$ cat src/rtl/spi_link_pkg.sv
package spi_link_pkg;

    localparam int          HDR_BYTES   = 5;
    localparam int          CNT_W       = 16;
    localparam logic [7:0]  ACC_WRITE   = 8'h0A;
    localparam logic [7:0]  ACC_READ    = 8'h0B;
    localparam logic [7:0]  REPLY_READY = 8'h02;

    typedef enum logic [1:0] {
        RES_OK          = 2'd0,
        RES_WOULD_BLOCK = 2'd1,
        RES_ERROR       = 2'd2
    } link_res_e;

    typedef enum logic [3:0] {
        S_IDLE,
        S_HDR_XFER,
        S_HDR_WAIT,
        S_EVAL,
        S_GAP,
        S_WR_XFER,
        S_WR_WAIT,
        S_RD_XFER,
        S_RD_WAIT,
        S_FINISH
    } link_state_e;

endpackage

$ cat src/rtl/link_hdr_capture.sv
module link_hdr_capture
    import spi_link_pkg::*;
(
    input  logic             clk,
    input  logic             rst_n,
    input  logic             cap_en,
    input  logic [2:0]       cap_idx,
    input  logic [7:0]       cap_byte,
    output logic             ready_ok,
    output logic [CNT_W-1:0] accept_cnt,
    output logic [CNT_W-1:0] avail_cnt
);

    logic [7:0] hb [HDR_BYTES];

    for (genvar g = 0; g < HDR_BYTES; g++) begin : g_slot
        always_ff @(posedge clk or negedge rst_n) begin
            if (!rst_n) begin
                hb[g] <= 8'h00;
            end else if (cap_en && cap_idx == 3'(g)) begin
                hb[g] <= cap_byte;
            end
        end
    end

    assign ready_ok   = (hb[0] == REPLY_READY);
    assign accept_cnt = {hb[2], hb[1]};
    assign avail_cnt  = {hb[4], hb[3]};

    // only the five status slots are ever captured
    p_idx_range_r2: assert property (@(posedge clk) disable iff (!rst_n)
        cap_en |-> (cap_idx < 3'(HDR_BYTES)));

endmodule

$ cat src/rtl/link_gap_timer.sv
module link_gap_timer #(
    parameter int GAP = 4
) (
    input  logic clk,
    input  logic rst_n,
    input  logic load,
    output logic expired
);

    localparam int CW = $clog2(GAP + 1);

    logic [CW-1:0] cnt;

    always_ff @(posedge clk or negedge rst_n) begin
        if (!rst_n) begin
            cnt <= '0;
        end else if (load) begin
            cnt <= CW'(GAP);
        end else if (cnt != '0) begin
            cnt <= cnt - 1'b1;
        end
    end

    assign expired = (cnt == '0);

    // a load always yields a non-expired interval in the next cycle
    p_load_arms_r3: assert property (@(posedge clk) disable iff (!rst_n)
        load |=> !expired);

endmodule

$ cat src/rtl/link_rx_fifo.sv
module link_rx_fifo #(
    parameter int DEPTH = 8
) (
    input  logic       clk,
    input  logic       rst_n,
    input  logic       push,
    input  logic [7:0] push_data,
    input  logic       pop,
    output logic [7:0] head,
    output logic       valid,
    output logic       full
);

    localparam int AW = (DEPTH > 1) ? $clog2(DEPTH) : 1;
    localparam int CW = $clog2(DEPTH + 1);

    logic [7:0]    mem [DEPTH];
    logic [AW-1:0] wp, rp;
    logic [CW-1:0] cnt;
    logic          do_push, do_pop;

    function automatic logic [AW-1:0] step(input logic [AW-1:0] p);
        return (p == AW'(DEPTH - 1)) ? '0 : p + 1'b1;
    endfunction

    assign do_push = push && !full;
    assign do_pop  = pop && valid;

    always_ff @(posedge clk) begin
        if (do_push) begin
            mem[wp] <= push_data;
        end
    end

    always_ff @(posedge clk or negedge rst_n) begin
        if (!rst_n) begin
            wp  <= '0;
            rp  <= '0;
            cnt <= '0;
        end else begin
            if (do_push) wp <= step(wp);
            if (do_pop)  rp <= step(rp);
            unique case ({do_push, do_pop})
                2'b10:   cnt <= cnt + 1'b1;
                2'b01:   cnt <= cnt - 1'b1;
                default: cnt <= cnt;
            endcase
        end
    end

    assign head  = mem[rp];
    assign valid = (cnt != '0);
    assign full  = (cnt == CW'(DEPTH));

    // the engine never pushes into a full FIFO
    p_no_overflow_r9: assert property (@(posedge clk) disable iff (!rst_n)
        push |-> !full);

    // occupancy stays within depth
    p_count_bound_r9: assert property (@(posedge clk) disable iff (!rst_n)
        cnt <= CW'(DEPTH));

endmodule

$ cat src/rtl/spi_link_engine.sv
module spi_link_engine
    import spi_link_pkg::*;
#(
    parameter int FIFO_DEPTH = 8,
    parameter int CS_GAP     = 4,
    parameter int RETRY_W    = 8
) (
    input  logic               clk,
    input  logic               rst_n,
    input  logic               req_valid,
    input  logic               req_write,
    input  logic [15:0]        req_len,
    input  logic [RETRY_W-1:0] retry_limit,
    output logic               busy,
    output logic               done,
    output logic [1:0]         result,
    input  logic [7:0]         wr_byte,
    output logic               wr_take,
    input  logic               data_ready,
    output logic               cs_n,
    output logic               spi_start,
    output logic [7:0]         spi_tx,
    input  logic [7:0]         spi_rx,
    input  logic               spi_done,
    output logic [7:0]         rxq_data,
    output logic               rxq_valid,
    input  logic               rxq_pop
);

    localparam int HW = $clog2(CS_GAP + 2);

    link_state_e        state, nstate;
    logic               is_write;
    logic [CNT_W-1:0]   len_q;
    logic [CNT_W-1:0]   cnt_q;
    logic [2:0]         hdr_idx;
    logic [RETRY_W-1:0] retries;
    logic               cs_n_q;
    link_res_e          res_q;

    logic               hdr_ready;
    logic [CNT_W-1:0]   hdr_accept, hdr_avail;
    logic               cap_en, gap_load, gap_expired;
    logic               fifo_push, fifo_full;
    logic               wr_end, rd_end, retry_out, no_space, rd_blocked;

    assign wr_end     = (cnt_q == len_q);
    assign rd_end     = (cnt_q == '0) || fifo_full;
    assign retry_out  = (retries == retry_limit);
    assign no_space   = (hdr_accept < len_q);
    assign rd_blocked = !req_write && !data_ready;

    link_hdr_capture u_hdr (
        .clk        (clk),
        .rst_n      (rst_n),
        .cap_en     (cap_en),
        .cap_idx    (hdr_idx),
        .cap_byte   (spi_rx),
        .ready_ok   (hdr_ready),
        .accept_cnt (hdr_accept),
        .avail_cnt  (hdr_avail)
    );

    link_gap_timer #(.GAP(CS_GAP)) u_gap (
        .clk     (clk),
        .rst_n   (rst_n),
        .load    (gap_load),
        .expired (gap_expired)
    );

    link_rx_fifo #(.DEPTH(FIFO_DEPTH)) u_fifo (
        .clk       (clk),
        .rst_n     (rst_n),
        .push      (fifo_push),
        .push_data (spi_rx),
        .pop       (rxq_pop),
        .head      (rxq_data),
        .valid     (rxq_valid),
        .full      (fifo_full)
    );

    // State register
    always_ff @(posedge clk or negedge rst_n) begin
        if (!rst_n) state <= S_IDLE;
        else        state <= nstate;
    end

    // Next-state logic
    always_comb begin
        nstate = state;
        unique case (state)
            S_IDLE:     if (req_valid) nstate = rd_blocked ? S_FINISH : S_HDR_XFER;
            S_HDR_XFER: nstate = S_HDR_WAIT;
            S_HDR_WAIT: if (spi_done) nstate = (hdr_idx == 3'(HDR_BYTES - 1)) ? S_EVAL : S_HDR_XFER;
            S_EVAL: begin
                if (!hdr_ready)    nstate = retry_out ? S_FINISH : S_GAP;
                else if (is_write) nstate = no_space ? S_FINISH : S_WR_XFER;
                else               nstate = S_RD_XFER;
            end
            S_GAP:      if (gap_expired) nstate = S_HDR_XFER;
            S_WR_XFER:  nstate = wr_end ? S_FINISH : S_WR_WAIT;
            S_WR_WAIT:  if (spi_done) nstate = S_WR_XFER;
            S_RD_XFER:  nstate = rd_end ? S_FINISH : S_RD_WAIT;
            S_RD_WAIT:  if (spi_done) nstate = S_RD_XFER;
            S_FINISH:   nstate = S_IDLE;
            default:    nstate = S_IDLE;
        endcase
    end

    // Outputs and strobes
    always_comb begin
        spi_start = 1'b0;
        spi_tx    = 8'h00;
        wr_take   = 1'b0;
        cap_en    = 1'b0;
        gap_load  = 1'b0;
        fifo_push = 1'b0;
        unique case (state)
            S_HDR_XFER: begin
                spi_start = 1'b1;
                if (hdr_idx == 3'd0) spi_tx = is_write ? ACC_WRITE : ACC_READ;
            end
            S_HDR_WAIT: cap_en   = spi_done;
            S_EVAL:     gap_load = !hdr_ready && !retry_out;
            S_WR_XFER: begin
                spi_start = !wr_end;
                wr_take   = !wr_end;
                spi_tx    = wr_byte;
            end
            S_RD_XFER:  spi_start = !rd_end;
            S_RD_WAIT:  fifo_push = spi_done;
            default: ;
        endcase
    end

    assign busy   = (state != S_IDLE);
    assign done   = (state == S_FINISH);
    assign result = res_q;
    assign cs_n   = cs_n_q;

    // Datapath registers
    always_ff @(posedge clk or negedge rst_n) begin
        if (!rst_n) begin
            is_write <= 1'b0;
            len_q    <= '0;
            cnt_q    <= '0;
            hdr_idx  <= '0;
            retries  <= '0;
            cs_n_q   <= 1'b1;
            res_q    <= RES_OK;
        end else begin
            unique case (state)
                S_IDLE: if (req_valid) begin
                    is_write <= req_write;
                    len_q    <= req_len;
                    retries  <= '0;
                    hdr_idx  <= '0;
                    res_q    <= RES_OK;
                    if (rd_blocked) res_q  <= RES_WOULD_BLOCK;
                    else            cs_n_q <= 1'b0;
                end
                S_HDR_WAIT: if (spi_done && hdr_idx != 3'(HDR_BYTES - 1)) begin
                    hdr_idx <= hdr_idx + 1'b1;
                end
                S_EVAL: begin
                    if (!hdr_ready) begin
                        cs_n_q  <= 1'b1;
                        hdr_idx <= '0;
                        if (retry_out) res_q   <= RES_ERROR;
                        else           retries <= retries + 1'b1;
                    end else if (is_write) begin
                        cnt_q <= '0;
                        if (no_space) begin
                            cs_n_q <= 1'b1;
                            res_q  <= RES_WOULD_BLOCK;
                        end
                    end else begin
                        cnt_q <= hdr_avail;
                    end
                end
                S_GAP:     if (gap_expired) cs_n_q <= 1'b0;
                S_WR_XFER: if (wr_end) cs_n_q <= 1'b1;
                S_WR_WAIT: if (spi_done) cnt_q <= cnt_q + 1'b1;
                S_RD_XFER: if (rd_end) cs_n_q <= 1'b1;
                S_RD_WAIT: if (spi_done) cnt_q <= cnt_q - 1'b1;
                S_FINISH:  cs_n_q <= 1'b1;
                default: ;
            endcase
        end
    end

    // Chip-select high-time tracker for the guard-interval check
    logic [HW-1:0] hi_cnt;
    always_ff @(posedge clk or negedge rst_n) begin
        if (!rst_n)                           hi_cnt <= '0;
        else if (!cs_n_q)                     hi_cnt <= '0;
        else if (hi_cnt != HW'(CS_GAP))       hi_cnt <= hi_cnt + 1'b1;
    end

    // every SPI byte is framed by an asserted chip select
    p_cs_framed_r2: assert property (@(posedge clk) disable iff (!rst_n)
        spi_start |-> !cs_n);

    // a start is never repeated before its completion wait
    p_start_single_r2: assert property (@(posedge clk) disable iff (!rst_n)
        spi_start |=> !spi_start);

    // reassertion after a retry honours the guard interval
    p_gap_r3: assert property (@(posedge clk) disable iff (!rst_n)
        ($fell(cs_n) && $past(state) == S_GAP) |-> (hi_cnt >= HW'(CS_GAP)));

    // packet bytes flow only when the advertised space suffices
    p_space_r5: assert property (@(posedge clk) disable iff (!rst_n)
        wr_take |-> (hdr_accept >= len_q));

    // a blocked read never touches chip select
    p_wb_read_r7: assert property (@(posedge clk) disable iff (!rst_n)
        (state == S_IDLE && req_valid && rd_blocked)
        |=> (cs_n && done && result == 2'(RES_WOULD_BLOCK)));

    // done lasts one cycle and releases chip select
    p_done_pulse_r10: assert property (@(posedge clk) disable iff (!rst_n)
        done |=> (!done && cs_n));

endmodule

$ cat config.mk
export PLATFORM = sky130hd
export DESIGN_NAME = spi_link_engine
export DESIGN_NICKNAME = d
export VERILOG_FILES = /design/src/rtl/spi_link_pkg.sv /design/src/rtl/link_hdr_capture.sv /design/src/rtl/link_gap_timer.sv /design/src/rtl/link_rx_fifo.sv /design/src/rtl/spi_link_engine.sv
export SDC_FILE = /design/constraint.sdc
export NUM_CORES = 1
export LEC_CHECK = 0
export BUFFER_PORTS_ARGS = -buffer_cell sky130_fd_sc_hd__buf_2
export CORE_AREA = 2 2 199 201
export CTS_BUF_LIST = sky130_fd_sc_hd__clkbuf_4
export DETAILED_ROUTE_END_ITERATION = 8
export DIE_AREA = 0 0 201 203
export GPL_ROUTABILITY_DRIVEN = 0
export PLACE_DENSITY = 0.48
export SETUP_SLACK_MARGIN = 0.5
export SLEW_MARGIN = 20
export SYNTH_ARGS = -nofsm -noshare
export SYNTH_HDL_FRONTEND = slang
export SYNTH_SLANG_ARGS = --single-unit
$ cat constraint.sdc
create_clock -name clk -period 4.15 [get_ports clk]
set_clock_uncertainty 0.1 [all_clocks]
set_input_delay 0.83 -clock clk [delete_from_list [all_inputs] [get_ports clk]]
set_output_delay 0.83 -clock clk [all_outputs]
set_load 0.02 [all_outputs]
==> results of run 1 <==
==> cell usage in the layout (no fill, tap or decap), types with 36 or more instances in the layout <==
master / instances
dfrtp_1: 103
buf_2: 69
edfxtp_1: 64
nand2_1: 61
o21ai_0: 42
nor2_1: 55
xnor2_1: 36
ha_1: 44
mux2_2: 50
inv_1: 37
==> area by class of cell <==
class                      count  area [um^2]
clock buffer                  17          128
fill                        4061        28300
multi-input combinational    530         4000
antenna                        1         2.50
inverter                      39          150
timing repair buffer          90          515
clock inverter                15          176
tap                          518          648
sequential                   168         4530
==> logic make-up after synthesis <==
logic type | Yosys count | synth area share [%]
AO/OA/AOI/OAI | 139 | 10.0
XOR/XNOR | 41 | 4.09
adder cells (fa/ha/maj) | 46 | 6.72
buffers and inverters | 66 | 3.16
flip-flops | 168 | 51.5
multiplexers | 72 | 11.2
AND/OR/NAND/NOR | 232 | 13.3
==> state kept, by name (all words and copies together) (netlist names) <==
signal and flops:
hdr_idx 3, retries 8, u_fifo.rp 3, u_hdr.hb 8, cnt_q 16, len_q 16
u_fifo.cnt 4, u_hdr.accept_cnt 16, u_gap.cnt 3, state 4, is_write 1, cs_n 1
u_fifo.wp 3, u_hdr.avail_cnt 16, result 2, u_fifo.mem 64
==> power by group through the flow <==
stage	Clock (mW)	Sequential, mW	Combinational [mW]
2_1_floorplan	0	2.36	2.02
3_3_place_gp	0	2.52	2.65
3_5_place_dp	0	2.52	2.68
4_1_cts	1.03	2.49	2.69
5_1_grt	1.10	2.55	3.01
6_report	0.994	2.48	2.68
==> worst max path at each step <==
stage                         startpoint                    end  cells after the start
floorplan           state[1]$_DFFE_PN0P_  cnt_q[14]$_DFFE_PN0P_                     12
CTS                 cnt_q[9]$_DFFE_PN0P_                wr_take                      5
finish              state[3]$_DFFE_PN0P_                wr_take                      5
detailed placement  state[1]$_DFFE_PN0P_  cnt_q[12]$_DFFE_PN0P_                     11
global route        state[0]$_DFFE_PN0P_              spi_tx[0]                      6
global placement    state[1]$_DFFE_PN0P_  cnt_q[14]$_DFFE_PN0P_                     11
==> per-stage QoR <==
step | util, % | cells
final | 26.4 | 1378
after global routing | 26.4 | 1378
after CTS | 26.3 | 1374
after detailed placement | 25.5 | 1342
after global placement | 25.5 | 1342
after floorplan | - | 764
==> repair_timing <==
action / in CTS / in global routing
gates resized for setup: 0 / 2
setup buffers: 0 / 3
hold endpoints to repair: 0 / 0
setup endpoints to repair: 0 / 4
==> layer usage <==
layer	vias to the layer above	track usage, %
li1	2957	-
met1	3021	15.6
met2	135	19.0
met3	25	2.18
met4	2	4.07
met5	-	0
==> out/qor.csv, run 1 <==
stage,metric,value,unit
synth,post-synthesis area per instance,11.5,um^2
setup_path,Max Fanout on Critical Path,16,
die,Die Y,203,um
pwr,sw frac,42.6,%
setup_path,Worst Setup End Kind,output pin,
pwr,PD cells,607,nW/um^2
setup_path,r2r startpoint,state[3]$_DFFE_PN0P_,
final_layout,share of cells above drive strength 1,24.4,%
pwr,leakage power,4.21,nW
timing,fmax,298,MHz
detailed_routing,uppermost layer routed,met5,
pwr,Cell Int Power,3.53,mW
outcome,status,"complete, no violations",
clock_tree,latest clock arrival within the worst-skew pair,0.58,ns
synth,sequential fraction of the synthesis area,51.5,%
setup_path,R2R cell count,12,
timing,final worst slack,0.791,ns
setup_path,WP data required,3.22,ns
clock_tree,CTS Hold Bufs,0,
synth,biggest area contributors in the synthesized netlist,"dfrtp_1 29%, edfxtp_1 22%, mux2_2 6.4%, ha_1 6.3%, mux4_2 4.1%",
placed_design,pre-CTS WS,0.895,ns
synth,Netlist cell types,72,
global_route,vias in the first global route,6291,
die,# rows,72,
synth,leading area contributor after synthesis,dfrtp_1,
detailed_routing,total wire length,23100,um
clock_tree,CTS tree,built,
timing,setup_tns,0,ns
detailed_routing,initial detailed-routing violation count,410,
detailed_routing,Post-Route M1 WL,11000,um
synth,Synth warnings,0,
global_route,first-pass GRT wire length,36600,um
setup_path,CP max stage cell,nor3_1,
synth,Mapped Area,8790,um^2
pwr,register share of total power,40.3,%
detailed_routing,DRC Markers,0,
detailed_routing,via/cell ratio,4.46,
synth,asr flop ratio synth,61.9,%
clock_tree,root buffer cell,clkbuf_4,
synth,Seq cells post-synth,168,
timing,Rel. slew slack,44.8,%
setup_path,"CP delay by family, top",simple AND/OR/NAND/NOR gates,
die,total die area,40800,um^2
global_route,largest net degree at the start of global routing,67,
global_route,initial antenna violation count,2,
timing,Final Hold Slack,0.0929,ns
synth,syn_nets,857,
timing,Max Slew Vio Count,0,
setup_path,crit path DAT,2.43,ns
detailed_routing,met2 wire len,10800,um
pwr,combinational power share,43.5,%
detailed_routing,Final ANT Viol Nets,0,
clock_tree,Sink Count,168,
pwr,Clock power frac,16.2,%
timing,final hold violations,0,
timing,post-layout min period,3.36,ns
timing,RSZ-0062 raised after global routing,false,
detailed_routing,WL/cell,16.8,um
clock_tree,H-tree level count,4,
die,core area,38500,um^2
die,starting density of the core,22.8,%
synth,Yosys top cell area share,29.3,%
pwr,worst vdd ir,0.274,mV
die,# IOs,71,
detailed_routing,Vias,6140,
setup_path,CP max stage delay,0.50,ns
placed_design,placed cell area,9800,um^2
synth,Main synth FF type,dfrtp_1,
timing,Final Cycle Share,80.9,%
clock_tree,CTS Buffer Depth,2,
placed_design,Final HPWL DP,16900,um
setup_path,critical path class,reg2out,
pwr,Sw Pwr,2.62,mW
synth,Post-synth EDFFs,64,
setup_path,worst path bufs/invs,2,
synth,most common cell in the netlist,dfrtp_1,
final_layout,final instance area,10100,um^2
setup_path,RR Endpoint,cnt_q[13]$_DFFE_PN0P_,
global_route,GR Util All Layers,11.7,%
synth,Synth top cells by count,"103 x dfrtp_1, 64 x edfxtp_1, 61 x nand2_1",
detailed_routing,DRT Pass-1 Iters,5,
placed_design,port buffer count,70,
setup_path,R2R Setup Slk,0.91,ns
setup_path,critical path cell sequence,buf_4 -> and2b_1 -> nand2_1 -> nor3_1 -> buf_2,
synth,Synth Instances,764,
global_route,gr ovfl total,0,
clock_tree,"Reg clk slew, reported paths",0.17,ns
detailed_routing,met3 routed WL,863,um
setup_path,startpoint types,flop,
timing,Setup Viol. Count Final,0,
die,die width,201,um
min_path,Hold Path Class,in2async,
timing,worst-margin pin slew,0.828,ns
pwr,"Power, Total",6.15,mW
final_layout,Area Growth Syn to Fin,15.4,%
final_layout,Nets,939,
run,max_cap viols,0,
clock_tree,CTS buffer count,17,
Power figures use the tool's default switching activity.
==> run 2, diff against run 1 <==
==> constraint.sdc (replaced) <==
create_clock -name clk -period 3.1 [get_ports clk]
set_clock_uncertainty 0.1 [all_clocks]
set_input_delay 0.62 -clock clk [delete_from_list [all_inputs] [get_ports clk]]
set_output_delay 0.62 -clock clk [all_outputs]
set_load 0.02 [all_outputs]
==> out/qor.csv, run 2 (synthesized netlist as in run 1, its figures left out) <==
stage,metric,value,unit
outcome,status,"complete, no violations",
timing,fmax,333,MHz
detailed_routing,initial detailed-routing violation count,331,
die,starting density of the core,22.8,%
setup_path,WP data required,2.38,ns
setup_path,crit path from,cnt_q[11]$_DFFE_PN0P_,
die,# IOs,71,
global_route,vias in the first global route,6407,
pwr,sw frac,41.5,%
min_path,hold path startpoint,req_len[0],
setup_path,crit path DAT,2.28,ns
final_layout,Top reg by flops,u_fifo.mem,
clock_tree,"Reg clk slew, reported paths",0.17,ns
pwr,combinational power share,49.4,%
clock_tree,CTS Buffer Depth,2,
pwr,register share of total power,36.1,%
final_layout,Nets,981,
pwr,leakage power,4.57,nW
final_layout,Seq. cell area,4550,um^2
timing,post-layout min period,3.00,ns
timing,final hold violations,0,
final_layout,Layout Cells excl Fill,1420,
timing,worst-margin pin slew,0.780,ns
placed_design,Final HPWL DP,17200,um
placed_design,port buffer count,70,
setup_path,Worst Setup End Kind,output pin,
setup_path,startpoint types,flop,
final_layout,Area Growth Syn to Fin,26.9,%
final_layout,share of cells above drive strength 1,35.6,%
detailed_routing,WL/cell,17.1,um
setup_path,critical path class,reg2out,
timing,Final Cycle Share,96.9,%
final_layout,"commonest non-fill, non-tap cell in the layout",dfrtp_1,
die,die width,201,um
global_route,largest net degree at the start of global routing,41,
setup_path,R2R Setup Slk,0.41,ns
pwr,Clock power frac,14.5,%
detailed_routing,Vias,6347,
clock_tree,root buffer cell,clkbuf_4,
detailed_routing,Final ANT Viol Nets,0,
setup_path,r2r startpoint,state[3]$_DFFE_PN0P_,
final_layout,max FFs per register,64,
clock_tree,CTS buffer count,17,
placed_design,Placed Cells incl. Taps,1352,
global_route,gr ovfl total,0,
clock_tree,CTS tree,built,
die,# rows,72,
detailed_routing,via/cell ratio,4.47,
run,max_cap viols,0,
clock_tree,latest clock arrival within the worst-skew pair,0.60,ns
min_path,Hold Crit Depth,3,
pwr,Cell Int Power,5.47,mW
final_layout,final instance area,11200,um^2
detailed_routing,total wire length,24300,um
die,core area,38500,um^2
final_layout,most frequent cells in the layout,"87 x dfrtp_1, 64 x edfxtp_1, 58 x nand2_1",
final_layout,filler cell count,3946,
pwr,Sw Pwr,3.88,mW
pwr,PD cells,838,nW/um^2
timing,RSZ-0062 raised after global routing,true,
placed_design,placed cell area,9970,um^2
timing,Setup Viol. Count Final,0,
global_route,GR Util All Layers,12.0,%
clock_tree,H-tree level count,4,
setup_path,Max Fanout on Critical Path,3,
pwr,worst vdd ir,0.492,mV
min_path,hold endpoint,len_q[0]$_DFFE_PN0P_,
die,total die area,40800,um^2
min_path,Hold Path Class,in2reg,
timing,Max Slew Vio Count,0,
die,Die Y,203,um
detailed_routing,DRT Pass-1 Iters,4,
setup_path,RR Endpoint,cnt_q[14]$_DFFE_PN0P_,
timing,Rel. slew slack,47.8,%
setup_path,R2R cell count,11,
clock_tree,Sink Count,168,
global_route,first-pass GRT wire length,37600,um
timing,Final Hold Slack,0.122,ns
detailed_routing,DRC Markers,0,
global_route,initial antenna violation count,1,
final_layout,area occupied by multi-input gates,4430,um^2
## run 2: changes by cell type in the layout (fill, tap and decap cells not counted), moves of 9 or more
cell | previous run | this run
ha_1 | 44 | 35
dfrtp_2 | 0 | 16
buf_2 | 69 | 50
buf_6 | 0 | 21
dfrtp_1 | 103 | 87
buf_4 | 20 | 51
## run 2: per-layer routing
layer | GRT usage (%) | wire length (um) | up-vias
met5 | 0 | 0 | -
met3 | 2.18 | 875 | 26
met2 | 19.5 | 11600 | 143
met1 | 16.2 | 11300 | 3143
li1 | - | - | 3035
met4 | 4.18 | 518 | 0
## run 2: stage by stage
stage,setup TNS (ns),total power [mW],setup WS [ns],util (%)
2_1_floorplan,0,5.92,0.283,-
3_3_place_gp,0,7.08,0.249,25.9
3_5_place_dp,0,7.12,0.212,25.9
4_1_cts,0,8.94,0.0618,27.8
5_1_grt,-0.0188,10.0,-0.0188,29.0
6_report,0,9.35,0.0961,29.0
## run 2: worst max path at each step
| stage | end | depth (start not counted) | slack, ns |
|---|---|---|---|
| floorplan | cnt_q[14]$_DFFE_PN0P_ | 10 | 0.28 |
| global placement | cnt_q[13]$_DFFE_PN0P_ | 11 | 0.25 |
| detailed placement | cnt_q[13]$_DFFE_PN0P_ | 11 | 0.21 |
| CTS | spi_start | 8 | 0.06 |
| global route | spi_start | 8 | -0.02 |
| finish | spi_start | 7 | 0.1 |
## run 2: repair_timing
action	4_1_cts	5_1_grt
pin swaps	15	30
hold buffers	1	0
gates cloned	1	1
hold endpoints to repair	36	0
buffers inserted	19	13
gates resized for setup	57	91
endpoints found under the setup margin	32	31
## run 2: cell type report
class	instances	share of cell area, %
Sequential cell	168	40.7
Multi-Input combinational cell	530	39.7
Tap cell	518	5.81
Clock buffer	17	1.14
Timing Repair Buffer	132	9.54
Clock inverter	15	1.70
Inverter	39	1.35
Antenna cell	1	0.0224
## run 2: power by group through the flow
stage	clock (mW)	combinational (mW)	sequential, mW
after global routing	1.51	5.06	3.44
after CTS	1.41	4.18	3.35
after global placement	0	3.72	3.37
final	1.36	4.62	3.38
after detailed placement	0	3.74	3.38
after floorplan	0	2.75	3.17
## run 2: worst max-delay path, cell delays in order, from the launching register on
cell      delay (ns)
dfrtp_2         0.48
buf_4           0.16
nor4_1          0.36
nand4_1         0.13
and2_1          0.22
nand3_1         0.12
a211oi_2        0.08
buf_4           0.16
